File: config.mk
export PLATFORM = sky130hd
export DESIGN_NAME = clk_div_regbank
export DESIGN_NICKNAME = d
export VERILOG_FILES = /design/src/rtl/cdr_pkg.sv /design/src/rtl/cdr_slot.sv /design/src/rtl/cdr_src_sel.sv /design/src/rtl/clk_div_regbank.sv
export SDC_FILE = /design/constraint.sdc
export NUM_CORES = 1
export LEC_CHECK = 0
export BUFFER_PORTS_ARGS = -buffer_cell sky130_fd_sc_hd__buf_4
export CORE_MARGIN = 3
export CORE_UTILIZATION = 60
export CTS_CLUSTER_DIAMETER = 60
export DETAILED_ROUTE_END_ITERATION = 12
export GPL_TIMING_DRIVEN = 0
export PLACE_DENSITY = 0.85
export REMOVE_ABC_BUFFERS = 1
export SYNTH_ARGS = -nofsm -noshare
export SYNTH_HDL_FRONTEND = slang
export SYNTH_HIERARCHICAL = 1
export SYNTH_SLANG_ARGS = --single-unit
File: constraint.sdc
create_clock -name clk_i -period 1.9 [get_ports clk_i]
set_clock_uncertainty 0.1 [all_clocks]
set_input_delay 0.095 -clock clk_i [delete_from_list [all_inputs] [get_ports clk_i]]
set_output_delay 0.095 -clock clk_i [all_outputs]
set_load 0.02 [all_outputs]
File: src/rtl/cdr_pkg.sv
package cdr_pkg;
  localparam int DW    = 32;
  localparam int N_LSB = 16;

  typedef enum logic [1:0] {
    SRC_CLK0 = 2'd0,
    SRC_CLK1 = 2'd1,
    SRC_CLK2 = 2'd2,
    SRC_LCD  = 2'd3
  } clk_src_e;

  function automatic logic [DW-1:0] be_mask(input logic [DW/8-1:0] be);
    logic [DW-1:0] m;
    for (int i = 0; i < DW; i++) m[i] = be[i/8];
    return m;
  endfunction
endpackage

File: src/rtl/cdr_slot.sv
module cdr_slot
  import cdr_pkg::*;
#(
  parameter int M_W = 10,
  parameter int N_W = 10,
  parameter int P_W = 8,
  parameter logic [M_W-1:0] M_RST = M_W'(8'h13),
  parameter logic [N_W-1:0] N_RST = N_W'(8'h03),
  parameter logic [P_W-1:0] P_RST = '0
) (
  input  logic           clk_i,
  input  logic           rst_ni,
  input  logic           div_we_i,
  input  logic [M_W-1:0] m_d_i,
  input  logic [M_W-1:0] m_msk_i,
  input  logic [N_W-1:0] n_d_i,
  input  logic [N_W-1:0] n_msk_i,
  input  logic           commit_i,
  input  logic [P_W-1:0] p_d_i,
  output logic [DW-1:0]  stg_word_o,
  output logic [M_W-1:0] m_o,
  output logic [N_W-1:0] n_o,
  output logic [P_W-1:0] p_o,
  output logic           strobe_o
);
  logic [M_W-1:0] stg_m;
  logic [N_W-1:0] stg_n;

  always_ff @(posedge clk_i or negedge rst_ni) begin
    if (!rst_ni) begin
      stg_m <= M_RST;
      stg_n <= N_RST;
    end else if (div_we_i) begin
      stg_m <= (stg_m & ~m_msk_i) | (m_d_i & m_msk_i);
      stg_n <= (stg_n & ~n_msk_i) | (n_d_i & n_msk_i);
    end
  end

  // live file: whole set moves in one edge
  always_ff @(posedge clk_i or negedge rst_ni) begin
    if (!rst_ni) begin
      m_o      <= M_RST;
      n_o      <= N_RST;
      p_o      <= P_RST;
      strobe_o <= 1'b0;
    end else begin
      strobe_o <= commit_i;
      if (commit_i) begin
        m_o <= stg_m;
        n_o <= stg_n;
        p_o <= p_d_i;
      end
    end
  end

  always_comb begin
    stg_word_o                = '0;
    stg_word_o[M_W-1:0]       = stg_m;
    stg_word_o[N_LSB +: N_W]  = stg_n;
  end

  AST_LIVE_HOLD: assert property (@(posedge clk_i) disable iff (!rst_ni)
    !commit_i |=> ($stable(m_o) && $stable(n_o) && $stable(p_o)));

  AST_COMMIT_COPY: assert property (@(posedge clk_i) disable iff (!rst_ni)
    commit_i |=> (m_o == $past(stg_m) && n_o == $past(stg_n) && p_o == $past(p_d_i)));

  AST_STROBE_ALIGN: assert property (@(posedge clk_i) disable iff (!rst_ni)
    commit_i |=> strobe_o);

  AST_STROBE_PULSE: assert property (@(posedge clk_i) disable iff (!rst_ni)
    !commit_i |=> !strobe_o);
endmodule

File: src/rtl/cdr_src_sel.sv
module cdr_src_sel
  import cdr_pkg::*;
(
  input  logic       clk_i,
  input  logic       rst_ni,
  input  logic       misc_we_i,
  input  logic [7:0] misc_d_i,
  input  logic       lcd_lo_we_i,
  input  logic       lcd_lo_d_i,
  input  logic       lcd_hi_we_i,
  input  logic       lcd_hi_d_i,
  output logic [7:0] misc_q_o,
  output logic       lcd_lo_q_o,
  output logic       lcd_hi_q_o,
  output clk_src_e   sel_o
);
  always_ff @(posedge clk_i or negedge rst_ni) begin
    if (!rst_ni) begin
      misc_q_o   <= '0;
      lcd_lo_q_o <= 1'b0;
      lcd_hi_q_o <= 1'b0;
    end else begin
      if (misc_we_i)   misc_q_o   <= misc_d_i;
      if (lcd_lo_we_i) lcd_lo_q_o <= lcd_lo_d_i;
      if (lcd_hi_we_i) lcd_hi_q_o <= lcd_hi_d_i;
    end
  end

  logic lcd_ovr;
  assign lcd_ovr = lcd_hi_q_o & lcd_lo_q_o;

  always_comb begin
    if (lcd_ovr)          sel_o = SRC_LCD;
    else if (misc_q_o[3]) sel_o = SRC_CLK2;
    else if (misc_q_o[2]) sel_o = SRC_CLK1;
    else                  sel_o = SRC_CLK0;
  end

  AST_LCD_MISC_IGNORED: assert property (@(posedge clk_i) disable iff (!rst_ni)
    (lcd_ovr && !lcd_lo_we_i && !lcd_hi_we_i) |=> $stable(sel_o));
endmodule

File: src/rtl/clk_div_regbank.sv
module clk_div_regbank
  import cdr_pkg::*;
#(
  parameter int NUM_CLK = 3,
  parameter int ADDR_W  = 3,
  parameter int M_W     = 10,
  parameter int N_W     = 10,
  parameter int P_W     = 8
) (
  input  logic                   clk_i,
  input  logic                   rst_ni,
  input  logic                   we_i,
  input  logic [ADDR_W-1:0]      addr_i,
  input  logic [DW/8-1:0]        be_i,
  input  logic [DW-1:0]          wdata_i,
  output logic [DW-1:0]          rdata_o,
  output logic [NUM_CLK*M_W-1:0] m_o,
  output logic [NUM_CLK*N_W-1:0] n_o,
  output logic [NUM_CLK*P_W-1:0] p_o,
  output logic [NUM_CLK-1:0]     commit_o,
  output logic [1:0]             clk_sel_o
);
  localparam logic [ADDR_W-1:0] ADR_SEL  = ADDR_W'(NUM_CLK);
  localparam logic [ADDR_W-1:0] ADR_MISC = ADDR_W'(NUM_CLK + 1);
  localparam logic [ADDR_W-1:0] ADR_LCD  = ADDR_W'(NUM_CLK + 2);

  localparam logic [DW-1:0] DIV_USED =
    (DW'((64'd1 << M_W) - 1)) | (DW'((64'd1 << N_W) - 1) << N_LSB);

  logic [DW-1:0]      wmask;
  logic [DW-1:0]      stg_word [NUM_CLK];
  logic [NUM_CLK-1:0] commit_req;
  logic               sel_wr;
  logic [7:0]         misc_q;
  logic               lcd_lo_q, lcd_hi_q;
  clk_src_e           src;

  assign wmask  = be_mask(be_i);
  assign sel_wr = we_i && (addr_i == ADR_SEL);

  for (genvar k = 0; k < NUM_CLK; k++) begin : g_slot
    logic div_we;
    assign div_we        = we_i && (addr_i == ADDR_W'(k));
    assign commit_req[k] = sel_wr && be_i[k];

    cdr_slot #(
      .M_W (M_W),
      .N_W (N_W),
      .P_W (P_W)
    ) i_slot (
      .clk_i      (clk_i),
      .rst_ni     (rst_ni),
      .div_we_i   (div_we),
      .m_d_i      (wdata_i[M_W-1:0]),
      .m_msk_i    (wmask[M_W-1:0]),
      .n_d_i      (wdata_i[N_LSB +: N_W]),
      .n_msk_i    (wmask[N_LSB +: N_W]),
      .commit_i   (commit_req[k]),
      .p_d_i      (wdata_i[8*k +: P_W]),
      .stg_word_o (stg_word[k]),
      .m_o        (m_o[k*M_W +: M_W]),
      .n_o        (n_o[k*N_W +: N_W]),
      .p_o        (p_o[k*P_W +: P_W]),
      .strobe_o   (commit_o[k])
    );
  end

  cdr_src_sel i_src_sel (
    .clk_i       (clk_i),
    .rst_ni      (rst_ni),
    .misc_we_i   (we_i && (addr_i == ADR_MISC) && be_i[0]),
    .misc_d_i    (wdata_i[7:0]),
    .lcd_lo_we_i (we_i && (addr_i == ADR_LCD) && be_i[0]),
    .lcd_lo_d_i  (wdata_i[0]),
    .lcd_hi_we_i (we_i && (addr_i == ADR_LCD) && be_i[DW/8-1]),
    .lcd_hi_d_i  (wdata_i[DW-1]),
    .misc_q_o    (misc_q),
    .lcd_lo_q_o  (lcd_lo_q),
    .lcd_hi_q_o  (lcd_hi_q),
    .sel_o       (src)
  );

  assign clk_sel_o = src;

  always_comb begin
    rdata_o = '0;
    for (int k = 0; k < NUM_CLK; k++) begin
      if (addr_i == ADDR_W'(k)) rdata_o = stg_word[k];
      if (addr_i == ADR_SEL)    rdata_o[8*k +: P_W] = p_o[k*P_W +: P_W];
    end
    if (addr_i == ADR_MISC) rdata_o[7:0] = misc_q;
    if (addr_i == ADR_LCD) begin
      rdata_o[0]    = lcd_lo_q;
      rdata_o[DW-1] = lcd_hi_q;
    end
  end

  logic unused_wdata;
  assign unused_wdata = ^{wdata_i & ~DIV_USED};

  AST_RSVD_ZERO: assert property (@(posedge clk_i) disable iff (!rst_ni)
    (addr_i < ADR_SEL) |-> ((rdata_o & ~DIV_USED) == '0));

  AST_ONE_SLOT_PER_WRITE: assert property (@(posedge clk_i) disable iff (!rst_ni)
    !sel_wr |=> (commit_o == '0));
endmodule

==> results.py, run 1 <==
metrics = {
    "outcome": {
        "outcome": "complete, no violations",
    },
    "finish": {
        "synthToLayoutAreaGrowth_pct": 25.2,
        "diodes": 0,
        "final_area_mm2": 0.00990,
        "nets": 784,
        "fin_util_pct": 77.5,
        "drive_gt1_share_pct": 54.8,
    },
    "power": {
        "p_switching_mw": 3.54,
        "comb_power_share_pct": 29.5,
        "clockPowerShare_pct": 29.0,
        "powerDensity_mw_per_mm2": 1200,
        "intPower_mw": 8.30,
        "switching_share_pct": 29.9,
        "p_leak_nw": 4.55,
        "vdd.ir_drop.worst_mv": 0.845,
        "p_seq_share_pct": 41.5,
    },
    "cts": {
        "clock-sinks": 157,
        "clk_path_buf_depth": 2,
        "worstSkewPairLatency_ps": 430,
        "htree_levels": 4,
        "numCtsBuffers": 17,
        "root_buffer": "clkbuf_16",
        "cts_tree": "built",
        "cts_setup_buffers": 0,
        "path_clk_slew_ps": 60,
    },
    "setup_path": {
        "crit_family": "multiplexers",
        "slowest_delay_ps": 480,
        "cp_max_fo": 3,
        "slowest_stage": "mux4_2",
        "critPathArrivalTime_ps": 1660,
        "cp_num_buf_inv": 1,
        "endpoint_kind": "output port",
        "worstSetupPathType": "register to output port",
        "crit_path_start_kind": "register",
        "path_cells": "mux4_2, nor2b_1, buf_4",
        "cp.required_ps": 1700,
    },
    "timing": {
        "setup_viol": 0,
        "post-route-period-util_pct": 97.5,
        "tightest_slew_ps": 908,
        "fin_crit_ps": 1850,
        "finalSetupTns_ps": 0,
        "max_slew_margin_pct": 39.2,
        "rsz0062_at_grt": "no",
        "hold_viol_final": 0,
        "fmax_mhz": 540,
        "drv_slew": 0,
    },
    "synthesis": {
        "yosysTopAreaCellShare_pct": 40.2,
        "synth_area_leaders": "dfrtp_1 (40%), mux2_4 (14%), mux2_2 (13%)",
        "yosysSeqAreaShare_pct": 50.2,
        "synth.mux.area_fraction_pct": 32.4,
        "synth_cell_types": 28,
        "synthAdderAreaFrac_pct": 0,
        "synth_edf_count": 0,
        "synth_largest_area_cell": "dfrtp_1",
        "syn_inst": 569,
        "netlist_area_mm2": 0.00791,
        "yosys_warnings": 6,
        "synth.avg_cell_area_um2": 13.9,
        "ys.flop_type": "dfrtp_1",
        "yosys.area_share.simple_pct": 7.10,
        "async_flop_share_pct": 100,
        "synth_compound_area_share_pct": 2.41,
        "synth-xor-area-share_pct": 0,
        "ys_seq_elements": 157,
        "synth_top_family_by_area": "multiplexers",
    },
    "die": {
        "start_util_pct": 61.9,
        "num_io_pins": 163,
        "die-height_um": 121,
        "coreArea_mm2": 0.0128,
        "rows": 41,
        "die_w_um": 121,
        "die_area_mm2": 0.0146,
    },
    "place": {
        "place_area_mm2": 0.00897,
        "dpl.hpwl_um": 11600,
        "gp_congestion": 0.745,
        "port_buffers": 152,
    },
    "drt": {
        "drc": 0,
        "avgViaCountPerCell": 5.44,
        "drt_pass1_iterations": 6,
        "vias": 5040,
        "post_drt_wl_per_cell_um": 20.1,
        "wirelength_um": 18600,
        "ant_nets": 0,
        "drt_iter0_markers": 281,
    },
    "grt": {
        "grt.total_usage_pct": 26.6,
        "grt_max_degree": 99,
        "grt-ovfl-total": 0,
        "antenna_found_initial": 0,
        "grt_pass1_vias": 5530,
        "grt_pass1_wl_um": 29800,
    },
    "flow_run": {
        "maxCapViolations": 0,
    },
    "worst_hold_path": {
        "hp-class": "input port to register",
    },
}
-- power groups by stage --
stage,combinational (mW),sequential (mW),clock (mW)
6_report,3.49,4.91,3.44
5_1_grt,3.69,5.02,3.63
2_1_floorplan,1.47,5.36,0
3_3_place_gp,3.33,4.85,0
4_1_cts,3.51,4.90,3.50
3_5_place_dp,3.43,4.93,0
-- synthesized netlist by cell type (7+ instances only) --
cell type	instances
a21oi_1	14
a22oi_1	7
buf_4	38
buf_6	14
dfrtp_1	127
dfstp_2	30
mux2_2	88
mux2_4	73
mux2i_1	9
mux4_2	17
nand2_1	71
nor2b_1	19
nor3b_1	8
o22ai_1	7
or2_2	7
-- metal layers --
| metal | share of wire (%) | global-route usage, % | wire length, µm |
|---|---|---|---|
| met1 | 42 | 34.4 | 7730 |
| met2 | 50 | 44.1 | 9280 |
| met3 | 6.7 | 6.41 | 1250 |
| met4 | 1.7 | 9.35 | 325 |
| met5 | 0 | 0 | 0 |
-- cell usage in the layout, fill, tap and decap left out, types with 2 or more instances in the layout --
cell type,count
dlygate4sd3_1,30
or2_2,7
nand2b_1,3
a21oi_1,14
nand3_1,2
dfrtp_1,127
inv_1,2
a22oi_1,7
nor2_1,3
buf_16,4
buf_6,5
mux2i_1,9
clkbuf_16,20
mux2_2,88
o22ai_1,7
buf_4,149
conb_1,36
o21ai_0,3
clkbuf_8,2
clkbuf_1,2
and2_4,2
nor3_2,2
nor3b_1,7
mux2_4,73
mux4_2,17
clkinvlp_4,2
nor2b_1,17
dfstp_2,30
clkinv_2,4
nor2b_2,2
nand2_1,71
-- through the flow --
stage | std cells | hold WS [ps] | power [mW] | setup slack, ps
3_5_place_dp | 865 | -2.45 | 8.36 | -543
5_1_grt | 927 | 65.8 | 12.3 | 2.88
4_1_cts | 927 | 24.2 | 11.9 | 10.8
6_report | 927 | 33.4 | 11.8 | 47.6
2_1_floorplan | 533 | -301 | 6.84 | -223
3_3_place_gp | 857 | 231 | 8.19 | -2230
-- cell type report --
class                           count  area (µm²)
Clock buffer                       24         536
Clock inverter                      8        73.8
Fill cell                         750        2870
Inverter                            2        7.51
Multi-Input combinational cell    374        3480
Sequential cell                   157        3970
Tap cell                          172         215
Timing Repair Buffer              190        1620
-- logic make-up after synthesis --
kind of cell / count (synthesis)
simple gates: 119
mux: 187
other cells: 3
flops: 157
compound gates: 32
buf+inv: 71
-- path summary, 6_finish.rpt --
kind | start | endpoint | slack, ps | depth (start not counted)
worst max-delay path | g_slot[2].i_slot/p_o[1] | rdata_o[17] | 50 | 3
worst min-delay path | we_i | i_src_sel/lcd_hi_q_o | 30 | 4
worst max register to register | g_slot[0].i_slot/n_o[7] | g_slot[0].i_slot/n_o[7] | 980 | 1
worst min register to register | g_slot[2].i_slot/m_o[9] | g_slot[2].i_slot/m_o[9] | 410 | 1
max in group asynchronous | rst_ni | asynchronous set/reset pin | 710 | 3
min in group asynchronous | rst_ni | g_slot[2].i_slot/strobe_o | 110 | 2
-- timing repair --
action                                 CTS  global route
gates resized for setup                  3             4
cloned                                   0             0
setup endpoints to repair               37            40
pin swaps                                0             0
endpoints found under the hold margin  153             0
hold buffers                            30             0
Power figures use the tool's default switching activity.
==> run 2: changes to the inputs <==
--- a/config.mk
+++ b/config.mk
@@ -5,6 +5,7 @@
 export SDC_FILE = /design/constraint.sdc
 export NUM_CORES = 1
 export LEC_CHECK = 0
+export ABC_AREA = 1
 export BUFFER_PORTS_ARGS = -buffer_cell sky130_fd_sc_hd__buf_4
 export CORE_MARGIN = 3
 export CORE_UTILIZATION = 60
==> results.py, run 2 <==
metrics = {
    "grt": {
        "antenna_found_initial": 0,
        "grt_pass1_wl_um": 33400,
        "gr-usage-met3_pct": 6.25,
        "top_usage_layer": "met2",
        "grt_pass1_vias": 6734,
        "grt_max_degree": 84,
        "grt-ovfl-total": 0,
        "use_met2_pct": 48.6,
        "grt.total_usage_pct": 29.1,
        "met1_usage_pct": 37.1,
    },
    "cts": {
        "clk_path_buf_depth": 2,
        "cts_tree": "built",
        "root_buffer": "clkbuf_16",
        "path_clk_slew_ps": 60,
        "htree_levels": 4,
        "clock-sinks": 157,
        "numCtsBuffers": 17,
        "worstSkewPairLatency_ps": 420,
    },
    "timing": {
        "rsz0062_at_grt": "yes",
        "fin_ws_ps": 5.51,
        "max_slew_margin_pct": 32.0,
        "fin_crit_ps": 1890,
        "hold_viol_final": 0,
        "setup_viol": 0,
        "finalSetupTns_ps": 0,
        "drv_slew": 0,
        "fmax_mhz": 528,
        "tightest_slew_ps": 1020,
        "post-route-period-util_pct": 99.7,
    },
    "synthesis": {
        "ys.flop_type": "dfrtp_1",
        "ys_seq_elements": 157,
        "yosys_warnings": 6,
        "synthTopCellsByCount": "nand2_1 (420), dfrtp_1 (127), inv_1 (98)",
        "async_flop_share_pct": 100,
        "syn_inst": 982,
        "synth.avg_cell_area_um2": 8.08,
        "yosysTopAreaCellShare_pct": 40.1,
        "netlist_area_mm2": 0.00793,
        "synth_cell_types": 26,
        "synth_most_common_cell": "nand2_1",
        "synth_edf_count": 0,
        "yosysSeqAreaShare_pct": 50.0,
        "synth_area_leaders": "dfrtp_1 (40%), nand2_1 (20%), dfstp_2 (9.9%)",
        "synth_largest_area_cell": "dfrtp_1",
    },
    "finish": {
        "synthToLayoutAreaGrowth_pct": 23.8,
        "diodes": 0,
        "nets": 1194,
        "regArea_mm2": 0.00397,
        "mostFrequentLayoutCells": "nand2_1 (420), buf_4 (153), dfrtp_1 (127)",
        "multiInputGateArea_mm2": 0.00307,
        "fin_util_pct": 76.9,
        "final_common_cell": "nand2_1",
        "final_area_mm2": 0.00983,
        "drive_gt1_share_pct": 23.1,
        "fill_cells": 903,
    },
    "setup_path": {
        "slowest_delay_ps": 540,
        "slowest_stage": "and3_4",
        "cp.required_ps": 2090,
        "critPathArrivalTime_ps": 2090,
        "endpoint_kind": "register",
        "path_cells": "buf_4, inv_2, nand2_4, nor2_8, and3_4, buf_12, o21ai_0",
        "worstSetupPathType": "input port to register",
        "cp_max_fo": 32,
        "crit_path_start_kind": "input port",
    },
    "flow_run": {
        "maxCapViolations": 0,
    },
    "place": {
        "place_area_mm2": 0.00886,
        "dp_slack_ps": -603,
        "port_buffers": 152,
        "gp_congestion": 0.816,
        "dpl.hpwl_um": 12100,
    },
    "die": {
        "start_util_pct": 62.1,
        "coreArea_mm2": 0.0128,
        "die_area_mm2": 0.0146,
        "die-height_um": 121,
        "die_w_um": 121,
        "rows": 41,
        "num_io_pins": 163,
    },
    "power": {
        "vdd.ir_drop.worst_mv": 0.699,
        "p_leak_nw": 4.89,
        "powerDensity_mw_per_mm2": 1110,
    },
    "drt": {
        "drc": 0,
        "ant_nets": 0,
        "wirelength_um": 20600,
        "post_drt_wl_per_cell_um": 15.4,
        "drt_pass1_iterations": 5,
        "drt_iter0_markers": 626,
        "vias": 6922,
        "avgViaCountPerCell": 5.18,
    },
    "worst_hold_path": {
        "hp-class": "input port to register",
    },
    "outcome": {
        "outcome": "complete, no violations",
    },
}
-- run 2: cell count changes after synthesis, sizes merged, moves of 20 or more --
cell,delta
nand3,+81
inv,+101
nand2,+352
mux2,-161
nor2,+20
o21ai,+81
-- run 2: layout make-up --
type | count | share of cell area (%)
Sequential cell | 157 | 40.4
Multi-Input combinational cell | 677 | 31.2
Timing Repair Buffer | 195 | 16.6
Clock buffer | 31 | 5.27
Inverter | 104 | 4.00
Tap cell | 172 | 2.19
Clock inverter | 1 | 0.306
-- run 2: kinds of logic after synthesis --
kind of cell           after synthesis  share of synthesized area (%)
buffers and inverters              183                           13.9
flip-flops                         157                           50.0
other                                3                          0.142
AND/OR/NAND/NOR                    555                           29.3
AO/OA/AOI/OAI                       84                           6.72
-- run 2: worst paths after layout --
kind,depth (start not counted),start,end,slack [ps]
setup / recovery,7,addr_i[2],g_slot[2].i_slot/p_o[1],6
hold / removal,4,addr_i[0],i_src_sel/misc_q_o[7],30
setup reg to reg,3,i_src_sel/lcd_hi_q_o,i_src_sel/lcd_hi_q_o,590
hold reg to reg,2,g_slot[0].i_slot/n_o[1],g_slot[0].i_slot/n_o[1],360
max in group asynchronous,3,rst_ni,g_slot[0].i_slot/n_o[0],650
min in group asynchronous,2,rst_ni,g_slot[0].i_slot/p_o[1],200
-- run 2: critical path: cells and delay by family --
family	cells	cell delay (ps)
simple gates	3	1190
buf+inv	3	660
compound gates	1	120
-- run 2: what timing repair did --
item                                    in CTS  in global routing
endpoints found under the hold margin      161                  0
gates resized for setup                      4                  4
gates cloned                                 2                  0
setup buffers                                2                  2
pin swaps                                    1                  3
hold buffers                                32                  0
endpoints found under the setup margin      60                 53
-- run 2: where the power goes --
group          switching [mW]  internal, mW
registers               0.556          4.22
clock network            1.26          1.95
logic                    1.72          1.17
-- run 2: per-stage QoR --
step | hold slack, ps | power, mW | cells
3_3_place_gp | 205 | 7.49 | 1260
4_1_cts | 14.3 | 10.9 | 1335
6_report | 32.5 | 10.9 | 1337
5_1_grt | 46.0 | 11.4 | 1337
3_5_place_dp | 101 | 7.60 | 1267
2_1_floorplan | -301 | 6.22 | 936
-- run 2: layer usage --
metal  share of wire, %  wire [µm]
met1                 41       8550
met2                 49      10200
met3                7.8       1610
met4                1.4        294
met5                  0          0
